**src/rtl/dbg_halt_pkg.sv**
```systemverilog
package dbg_halt_pkg;
  localparam int NUM_CLASS = 13;
  localparam int CODE_W    = 4;
  localparam int MODE_W    = 3;

  localparam int ADR_CTL  = 0;
  localparam int ADR_MODE = 1;
  localparam int ADR_MASK = 2;
  localparam int ADR_RSN  = 3;

  // mode register bit positions
  localparam int M_STEP  = 0;
  localparam int M_NOSTL = 1;
  localparam int M_STOPS = 2;

  typedef struct packed {
    logic wrCtl;
    logic wrMode;
    logic wrMask;
    logic wrReason;
    logic rdVal;
    logic accErr;
    logic stopSet;
    logic stopClr;
  } strobe_t;
endpackage

```
**src/rtl/dbg_halt_seq.sv**
```systemverilog
module dbg_halt_seq
  import dbg_halt_pkg::*;
#(
  parameter int ADDR_W = 3
) (
  input  logic                 regSel,
  input  logic                 regWe,
  input  logic [ADDR_W-1:0]    regAddr,
  input  logic                 excValid,
  input  logic [CODE_W-1:0]    excCode,
  input  logic                 fetchValid,
  input  logic [MODE_W-1:0]    modeQ,
  input  logic                 holdQ,
  input  logic [NUM_CLASS-1:0] maskQ,
  output strobe_t              stb,
  output logic [NUM_CLASS-1:0] excHit
);
  logic known;
  logic permit;
  logic codeOk;
  logic [NUM_CLASS-1:0] codeHot;

  always_comb begin
    known  = (int'(regAddr) <= ADR_RSN);
    permit = modeQ[M_STOPS] && !holdQ;
    codeOk = excValid && (int'(excCode) < NUM_CLASS);
    for (int i = 0; i < NUM_CLASS; i++) begin
      codeHot[i] = codeOk && (int'(excCode) == i);
    end
    excHit = permit ? (codeHot & maskQ) : '0;

    stb.wrCtl    = regSel && regWe && (int'(regAddr) == ADR_CTL);
    stb.wrMode   = regSel && regWe && (int'(regAddr) == ADR_MODE);
    stb.wrMask   = regSel && regWe && (int'(regAddr) == ADR_MASK);
    stb.wrReason = regSel && regWe && (int'(regAddr) == ADR_RSN);
    stb.rdVal    = regSel && !regWe && known;
    stb.accErr   = regSel && !known;
    stb.stopSet  = (|excHit) || (permit && modeQ[M_STEP] && fetchValid);
    stb.stopClr  = permit && codeOk && !(|(codeHot & maskQ));
  end
endmodule

```
**src/rtl/dbg_halt_regs.sv**
```systemverilog
module dbg_halt_regs
  import dbg_halt_pkg::*;
#(
  parameter int ADDR_W = 3,
  parameter int DATA_W = 16
) (
  input  logic                 clk,
  input  logic                 rstN,
  input  strobe_t              stb,
  input  logic [NUM_CLASS-1:0] excHit,
  input  logic [ADDR_W-1:0]    regAddr,
  input  logic [DATA_W-1:0]    regWdata,
  output logic [DATA_W-1:0]    regRdata,
  output logic                 regErr,
  output logic [MODE_W-1:0]    modeQ,
  output logic                 holdQ,
  output logic [NUM_CLASS-1:0] maskQ,
  output logic [NUM_CLASS-1:0] reasonQ,
  output logic                 coreStall,
  output logic                 coreRstPulse
);
  logic stallQ;
  logic stopQ;
  logic [DATA_W-1:0] rdMux;

  always_comb begin
    rdMux = '0;
    case (int'(regAddr))
      ADR_CTL:  rdMux = DATA_W'({stallQ, holdQ});
      ADR_MODE: rdMux = DATA_W'(modeQ);
      ADR_MASK: rdMux = DATA_W'(maskQ);
      ADR_RSN:  rdMux = DATA_W'(reasonQ);
      default:  rdMux = '0;
    endcase
  end

  always_ff @(posedge clk or negedge rstN) begin
    if (!rstN) begin
      holdQ        <= 1'b0;
      stallQ       <= 1'b0;
      modeQ        <= '0;
      maskQ        <= '0;
      reasonQ      <= '0;
      stopQ        <= 1'b0;
      coreRstPulse <= 1'b0;
      regRdata     <= '0;
      regErr       <= 1'b0;
    end else begin
      coreRstPulse <= stb.wrCtl && holdQ && !regWdata[0];
      if (stb.wrCtl) begin
        holdQ  <= regWdata[0];
        stallQ <= regWdata[1];
      end
      if (stb.wrMode) modeQ <= regWdata[MODE_W-1:0];
      if (stb.wrMask) maskQ <= regWdata[NUM_CLASS-1:0];
      if (stb.wrReason) reasonQ <= regWdata[NUM_CLASS-1:0] | excHit;
      else              reasonQ <= reasonQ | excHit;
      if (stb.stopSet)                    stopQ <= 1'b1;
      else if (stb.stopClr || stb.wrCtl)  stopQ <= 1'b0;
      regRdata <= stb.rdVal ? rdMux : '0;
      regErr   <= stb.accErr;
    end
  end

  assign coreStall = !modeQ[M_NOSTL] && (stallQ || stopQ);
endmodule

```
**src/rtl/dbg_halt_ctrl.sv**
```systemverilog
module dbg_halt_ctrl
  import dbg_halt_pkg::*;
#(
  parameter int ADDR_W = 3,
  parameter int DATA_W = 16
) (
  input  logic              clk,
  input  logic              rstN,
  input  logic              regSel,
  input  logic              regWe,
  input  logic [ADDR_W-1:0] regAddr,
  input  logic [DATA_W-1:0] regWdata,
  output logic [DATA_W-1:0] regRdata,
  output logic              regErr,
  input  logic              excValid,
  input  logic [CODE_W-1:0] excCode,
  input  logic              fetchValid,
  output logic              coreStall,
  output logic              coreHold,
  output logic              coreRstPulse
);
  strobe_t              stb;
  logic [NUM_CLASS-1:0] excHit;
  logic [MODE_W-1:0]    modeQ;
  logic                 holdQ;
  logic [NUM_CLASS-1:0] maskQ;
  logic [NUM_CLASS-1:0] reasonQ;

  dbg_halt_seq #(.ADDR_W(ADDR_W)) u_seq (
    .regSel(regSel), .regWe(regWe), .regAddr(regAddr),
    .excValid(excValid), .excCode(excCode), .fetchValid(fetchValid),
    .modeQ(modeQ), .holdQ(holdQ), .maskQ(maskQ),
    .stb(stb), .excHit(excHit)
  );

  dbg_halt_regs #(.ADDR_W(ADDR_W), .DATA_W(DATA_W)) u_regs (
    .clk(clk), .rstN(rstN), .stb(stb), .excHit(excHit),
    .regAddr(regAddr), .regWdata(regWdata),
    .regRdata(regRdata), .regErr(regErr),
    .modeQ(modeQ), .holdQ(holdQ), .maskQ(maskQ), .reasonQ(reasonQ),
    .coreStall(coreStall), .coreRstPulse(coreRstPulse)
  );

  assign coreHold = holdQ;
endmodule

```
**config.mk**
```make
export PLATFORM = sky130hd
export DESIGN_NAME = dbg_halt_ctrl
export DESIGN_NICKNAME = d
export VERILOG_FILES = /design/src/rtl/dbg_halt_pkg.sv /design/src/rtl/dbg_halt_seq.sv /design/src/rtl/dbg_halt_regs.sv /design/src/rtl/dbg_halt_ctrl.sv
export SDC_FILE = /design/constraint.sdc
export NUM_CORES = 1
export LEC_CHECK = 0
export ABC_AREA = 1
export BUFFER_PORTS_ARGS = -buffer_cell sky130_fd_sc_hd__clkbuf_2
export CAP_MARGIN = 20
export CORE_MARGIN = 2
export CORE_UTILIZATION = 30
export DETAILED_ROUTE_END_ITERATION = 7
export PLACE_DENSITY = 0.53
export SYNTH_ARGS = -nofsm -noshare
export SYNTH_HDL_FRONTEND = slang
export SYNTH_HIERARCHICAL = 1
export SYNTH_SLANG_ARGS = --single-unit
export TNS_END_PERCENT = 5
```
**constraint.sdc**
```tcl
create_clock -name clk -period 1.9 [get_ports clk]
set_clock_uncertainty 0.1 [all_clocks]
set_input_delay 0.285 -clock clk [delete_from_list [all_inputs] [get_ports clk]]
set_output_delay 0.285 -clock clk [all_outputs]
set_load 0.02 [all_outputs]
```
# Yosys cells after proc, flatten, opt, wreduce, memory -nomap -nowiden
# Index checks and enable logic that the tools add are counted.
word_totals:
  ff_bits: 50
  output_inout_bits: 20
classes:
  n_eq_ne: 18
  mux: 6
  bitwise: 3
  n_lt_le_gt_ge: 2
  reduce_logical: 45
ops:
  columns: ["cell", "count"]
  rows:
  - ["$pmux 13 s4", 1]
  - ["$mux 13", 3]
  - ["$eq 4x4->1 const B", 8]
  - ["$logic_and 1x1->1", 30]
  - ["$or 13x13->13", 2]
  - ["$reduce_or 13->1", 2]
  - ["$and 13x13->13", 1]
  - ["$eq 4x3->1 const B", 3]
  - ["$eq 3x2->1 const B", 3]
  - ["$eq 3x3->1 const B", 2]
  - ["$logic_not 1->1", 6]
  - ["$logic_not 3->1", 2]
  - ["$eq 4x2->1 const B", 1]
  - ["$logic_not 4->1", 1]
  - ["$lt 4x4->1 const B", 1]
  - ["$eq 3x1->1 const B", 1]
  - ["$le 3x2->1 const B", 1]
  - ["$logic_or 1x1->1", 3]
  - ["$mux 1", 2]
  - ["$reduce_bool 2->1", 1]

# Longest topological paths before layout
# Gate-level depths: netlist (run 1).
logic_depth:
  depth_word: 10
  depth_mapped: 10
  depth_no_buf: 10

# By module
# The synthesis (run 1) kept the hierarchy.
modules_own_cells:
  columns: ["mod", "area_per_inst_um2", "cells_per_inst", "seq_area_each_um2", "n_inst"]
  rows:
  - ["dbg_halt_regs", 1955.6, 185, 1176.1, 1]
  - ["dbg_halt_seq", 435.4, 100, 0.0, 1]

# Worst setup path after synthesis (run 1)
# Ideal clock, no wire load.
synth_path:
  kind: "register to register"
  from: "register u_regs.holdQ"
  to: "register u_regs.stopQ"
  t_arrival_ns: 1.550
  setup_slack_ns: 0.122
  stages_incl_launch_ff: 9
  synth_period_minus_slack_ns: 1.778
  setup_time_ns: 0.127
  path_cell_list: "dfrtp_1 -> nor2_1 -> nand3_2 -> buf_6 -> inv_1 -> nand4_1 -> nor2_1 -> nor3_1 -> or2_2"
synth_rtl:
  columns: ["element", "line", "text"]
  rows:
  - ["start, declared", "dbg_halt_regs.sv:16", "output logic holdQ,"]
  - ["start signal, assigned", "dbg_halt_regs.sv:51", "holdQ <= regWdata[0];"]
  - ["end signal, assigned", "dbg_halt_regs.sv:44", "stopQ <= 1'b0;"]
  - ["end signal, assigned", "dbg_halt_regs.sv:58", "if (stb.stopSet) stopQ <= 1'b1;"]
  - ["end signal, assigned", "dbg_halt_regs.sv:59", "else if (stb.stopClr || stb.wrCtl) stopQ <= 1'b0;"]
  - ["end, declared", "dbg_halt_regs.sv:23", "logic stopQ;"]

==> results of run 1 <==
worst paths after layout:
check,startpoint,endpoint,slack [ns],cells after the start
worst max-delay path,u_regs/holdQ,u_regs/stopQ,0.18,7
worst min-delay path,regSel,u_regs/regErr,0.09,3
worst max register to register,u_regs/holdQ,u_regs/stopQ,0.18,7
worst min register to register,u_regs/reasonQ[1],u_regs/reasonQ[1],0.39,2
max in group asynchronous,rstN,u_regs/reasonQ[8],0.75,3
min in group asynchronous,rstN,u_regs/stallQ,0.41,2
metal layers:
metal  global-route usage, %  wire, um  up-vias
li1                        -         -     1043
met2                    22.1      2840       47
met4                    4.78        70        0
met1                    22.1      2950     1007
met3                    2.50       246        4
met5                       0         0        -
stage by stage:
stage	area [sq um]	total power, W	setup WS (ns)	std cells	util, %
after global routing	2850	0.00250	0.0610	438	36.9
final	2850	0.00235	0.175	438	36.9
after CTS	2850	0.00236	0.163	438	36.9
after global placement	2760	0.00176	0.143	429	35.7
after floorplan	2400	0.00159	0.122	287	-
after detailed placement	2760	0.00177	0.150	429	35.7
repair_timing:
item,4_1_cts,5_1_grt
hold endpoints to repair,19,0
gates resized for setup,0,0
hold buffers,1,0
power groups by stage:
stage / combinational, W / clock (W) / sequential (W)
after global routing: 0.000525 / 0.000659 / 0.00131
final: 0.000466 / 0.000591 / 0.00129
after detailed placement: 0.000465 / 0 / 0.00131
after CTS: 0.000469 / 0.000608 / 0.00129
after global placement: 0.000458 / 0 / 0.00130
after floorplan: 0.000303 / 0 / 0.00128
synth_stat cells:
| master | n |
|---|---|
| clkbuf_1 | 3 |
| nor3b_1 | 1 |
| mux2_2 | 17 |
| buf_2 | 5 |
| buf_6 | 3 |
| a21o_1 | 1 |
| or2_2 | 1 |
| nor3_4 | 1 |
| nand3_1 | 18 |
| o21ai_0 | 1 |
| conb_1 | 1 |
| a21oi_1 | 26 |
| nor2_1 | 35 |
| dfrtp_1 | 47 |
| inv_4 | 1 |
| inv_1 | 24 |
| nand2_1 | 66 |
| buf_4 | 3 |
| inv_2 | 2 |
| nand3_2 | 1 |
| nor3_1 | 3 |
| nand4_1 | 21 |
| nor4_1 | 4 |
area by class of cell:
class	instances	area (sq um)	share of cell area [%]
Sequential cell	47	1180	41.3
Clock inverter	1	5.00	0.176
Multi-Input combinational cell	199	1040	36.4
Clock buffer	7	76.3	2.68
Tap cell	102	128	4.48
Timing Repair Buffer	55	323	11.3
Inverter	27	104	3.64
flip-flops by register name (all words and copies together) (netlist names), 3 cells and up:
name             count
u_regs/reasonQ      13
u_regs/maskQ        13
u_regs/regRdata     13
u_regs/modeQ         3
cells by family (layout without fill, tap and decap cells):
logic type / after synthesis / after routing / share of synthesized area (%)
flip-flops: 47 / 47 / 49.2
multiplexers: 17 / 17 / 8.01
AO/OA/AOI/OAI: 28 / 28 / 5.97
buffers and inverters: 41 / 90 / 8.22
AND/OR/NAND/NOR: 151 / 151 / 28.5
other: 1 / 3 / 0.157
worst register-to-register path: stages, from the launching register on:
cell and delay [ns]:
dfrtp_1 0.42, nor2_1 0.22, nand3_2 0.23, inv_1 0.13
nand4_1 0.10, nor2_1 0.10, nor3_1 0.05, or2_2 0.26
==> impl_metrics.csv, run 1 <==
group,metric,value,unit
global_route,grt_use_total,14.9,%
clock_network,clk_latency,0.30,ns
final_layout,final_nets,364,
timing,tightestPinTransition,0.567,ns
setup_path,critical_path.top_delay_family,"simple AND/OR/NAND/NOR gates",
setup_path,slowest_delay,0.42,ns
routing,dr.pass1.iters,4,
timing,post-route-period-util,90.8,%
timing,hold_viol,0,
setup_path,cp.required,1.99,ns
outcome,status,"finished, final reports clean",
clock_network,cts_buffer_depth,2,
timing,setup_viol,0,
logic_synthesis,ys.warnings.count,6,
die,row_count,32,
timing,min_period,1.72,ns
timing,fmax,0.580,GHz
setup_path,end_kind,"flop",
clock_network,cts_root_buf,"clkbuf_8",
setup_path,critPathSlowestCell,"dfrtp_1",
routing,wl_per_cell,14.0,um
die,start_util,30.9,%
routing,drc,0,
power_and_ir_drop,clockPowerShare,25.2,%
die,dieHeight,93.3,um
routing,routed_wl,6120,um
final_layout,area_delta_synth_final,19.2,%
power_and_ir_drop,pwr-share-comb,19.9,%
setup_path,startpoint_type,"flop",
logic_synthesis,synth_area,2390,sq um
clock_network,clkTransAtPathRegs,0.08,ns
routing,via_per_inst,4.80,
global_route,antenna_found_initial,0,
die,ios,49,
placed_design,io_buffers,42,
timing,whs,0.0886,ns
logic_synthesis,yosysTopAreaCellShare,49.2,%
global_route,grt_pass1_wl,10000,um
setup_path,worst_ep_arrival_time,1.81,ns
clock_network,postCtsSetupRepairBufs,0,
die,dieArea,8700,sq um
logic_synthesis,synth_cell_type_count,23,
die,core,7730,sq um
logic_synthesis,synth_cells,285,
clock_network,cts_buffers,5,
power_and_ir_drop,seq_power_share,54.9,%
power_and_ir_drop,power.density,823,nW/um^2
worst_hold_path,holdCritPathClass,"in2reg",
routing,ant_nets,0,
setup_path,cp_num_buf_inv,1,
setup_path,crit_fanout,10,
clock_network,cts_tree,"built",
die,die_width,93.3,um
timing,drv_slew,0,
timing,setup_tns,0,ns
setup_path,worstPathCellList,"nor2_1 -> nand3_2 -> inv_1 -> nand4_1 -> nor2_1 -> nor3_1 -> or2_2",
routing,vias,2101,
logic_synthesis,synth_area_leaders,"dfrtp_1 49%, nand2_1 10%, mux2_2 8.0%",
flow_run,max_cap_viol_count,0,
logic_synthesis,ys_seq_elements,47,
final_layout,final_common_cell,"nand2_1",
routing,first_iter_violations,162,
setup_path,cpMostUsedCell,"nor2_1",
timing,relSlewSlack,62.2,%
final_layout,final_cell_mix,"66 x nand2_1, 47 x dfrtp_1, 42 x clkbuf_2",
global_route,grt_max_degree,29,
clock_network,h-tree-depth,2,
setup_path,path_class,"reg2reg",
global_route,grt_pass1_vias,2003,
final_layout,fillers,820,
final_layout,layout-drive-gt1-share,25.3,%
power_and_ir_drop,p_int,0.00163,W
logic_synthesis,yosysTopAreaCell,"dfrtp_1",
power_and_ir_drop,p_leak,1.44,nW
logic_synthesis,ys_seq_area_share,49.2,%
clock_network,clock-sinks,47,
placed_design,routabilityCongestion,0.906,
final_layout,insertedDiodeCount,0,
placed_design,dp_hpwl,4570,um
logic_synthesis,syn_area_per_cell,8.39,sq um
global_route,gr-total-overflow,0,
power_and_ir_drop,switching_share,30.5,%
timing,rsz0062_at_grt,"no",
power_and_ir_drop,peakVddDrop,0.000310,V
power_and_ir_drop,power.switching,0.000715,W
Note: power is estimated with default switching activity, not from simulation.
==> run 2: changes to the inputs <==
Settings changed: RECOVER_POWER from default to 100.
==> impl_metrics.csv, run 2 (synthesized netlist as in run 1, its figures left out) <==
group,metric,value,unit
outcome,status,"finished, final reports clean",
timing,tightestPinTransition,1.20,ns
final_layout,final_cell_mix,"66 x nand2_1, 47 x dfrtp_1, 35 x nor2_1",
clock_network,hold_buffers,1,
timing,hold_viol,0,
die,dieHeight,93.3,um
power_and_ir_drop,power,0.00234,W
timing,post-route-period-util,91.7,%
setup_path,worst_ep_arrival_time,1.83,ns
final_layout,insertedDiodeCount,0,
final_layout,area_delta_synth_final,17.3,%
final_layout,post_layout_nonfiller_instances,438,
die,dieArea,8700,sq um
die,core,7730,sq um
setup_path,slowest_delay,0.42,ns
placed_design,dp_hpwl,4570,um
final_layout,layout-drive-gt1-share,17.9,%
setup_path,path_depth,7,
timing,fmax,0.574,GHz
setup_path,path_class,"reg2reg",
clock_network,clock-sinks,47,
die,row_count,32,
global_route,grt_max_degree,29,
routing,first_iter_violations,169,
global_route,antenna_found_initial,0,
routing,routed_wl,6120,um
clock_network,clkTransAtPathRegs,0.08,ns
timing,min_period,1.74,ns
setup_path,crit_fanout,10,
timing,setup_tns,0,ns
routing,drc,0,
routing,wl_per_cell,14.0,um
routing,dr.pass1.iters,4,
flow_run,max_cap_viol_count,0,
global_route,grt_pass1_wl,10000,um
worst_hold_path,holdPathStages,3,
clock_network,post_cts_resized,0,
placed_design,routabilityCongestion,0.906,
clock_network,cts_buffers,5,
power_and_ir_drop,p_leak,1.37,nW
setup_path,cpMostUsedCell,"nor2_1",
routing,ant_nets,0,
die,start_util,30.9,%
setup_path,r2r_cells,7,
clock_network,cts_buffer_depth,2,
global_route,gr-total-overflow,0,
routing,vias,2129,
clock_network,h-tree-depth,2,
clock_network,postCtsSetupRepairBufs,0,
final_layout,final_nets,364,
clock_network,cts_tree,"built",
power_and_ir_drop,peakVddDrop,0.000309,V
timing,drv_slew,0,
final_layout,reg_top3,"u_regs/maskQ: 13 flops, u_regs/reasonQ: 13 flops, u_regs/regRdata: 13 flops",
routing,via_per_inst,4.86,
die,ios,49,
setup_path,worstPathCellList,"nor2_1 -> nand3_2 -> inv_1 -> nand4_1 -> nor2_1 -> nor3_1 -> or2_2",
timing,rsz0062_at_grt,"no",
setup_path,end_kind,"flop",
setup_path,critical_path.top_delay_family,"simple AND/OR/NAND/NOR gates",
setup_path,critPathSlowestCell,"dfrtp_1",
final_layout,final_common_cell,"nand2_1",
placed_design,io_buffers,42,
worst_hold_path,holdCritPathClass,"in2reg",
global_route,grt_use_total,14.9,%
power_and_ir_drop,power.density,834,nW/um^2
die,die_width,93.3,um
timing,setup_viol,0,
final_layout,fillers,829,
clock_network,cts_root_buf,"clkbuf_8",
setup_path,startpoint_type,"flop",
clock_network,clk_latency,0.30,ns
placed_design,dp_cells,429,
global_route,grt_pass1_vias,2003,
setup_path,cp.required,1.99,ns
setup_path,cp_num_buf_inv,1,
timing,relSlewSlack,20.1,%
[run 2: metrics by stage]
stage          instance area [sq um]  worst slack (ns)  hold slack, ns  util [%]
6_report                        2800             0.158          0.0870      36.3
5_1_grt                         2800            0.0479           0.111      36.3
4_1_cts                         2850             0.163          0.0877      36.9
3_5_place_dp                    2760             0.150           0.204      35.7
3_3_place_gp                    2760             0.143           0.200      35.7
2_1_floorplan                   2400             0.122          -0.111         -
[run 2: final timing paths]
check                                  start           endpoint  slack (ns)
max                             u_regs/holdQ       u_regs/stopQ        0.16
min                                   regSel      u_regs/regErr        0.09
max reg2reg                     u_regs/holdQ       u_regs/stopQ        0.16
min reg2reg                u_regs/reasonQ[1]  u_regs/reasonQ[1]        0.39
max in group asynchronous               rstN  u_regs/reasonQ[8]        0.31
min in group asynchronous               rstN      u_regs/stallQ        0.65
[run 2: metal layers]
| metal | part of all wire [%] | GRT usage (%) |
|---|---|---|
| met1 | 47 | 22.1 |
| met4 | 1.5 | 4.78 |
| met2 | 46 | 22.1 |
| met5 | 0 | 0 |
| met3 | 4.7 | 2.50 |
[run 2: worst reg2reg max path, cell delays in order, from the launching register on]
cell and delay [ns]:
dfrtp_1 0.42, nor2_1 0.22, nand3_2 0.24, inv_1 0.13, nand4_1 0.10, nor2_1 0.10, nor3_1 0.05, or2_2 0.27
[run 2: cell type report]
type / instances / area [sq um] / area share [%]
tap: 102 / 128 / 4.55
clock buffer: 7 / 76.3 / 2.72
clock inverter: 1 / 5.00 / 0.178
timing repair buffer: 55 / 289 / 10.3
sequential: 47 / 1180 / 41.9
inverter: 27 / 104 / 3.70
multi-input combinational: 199 / 1030 / 36.6
[run 2: report_power, final]
group	total [W]	leakage, nW	switching, W	internal, W
Clock	0.000593	0.0422	0.000334	0.000259
Sequential	0.00129	0.604	0.000117	0.00117
Combinational	0.000458	0.722	0.000264	0.000194
Total	0.00234	1.37	0.000715	0.00162
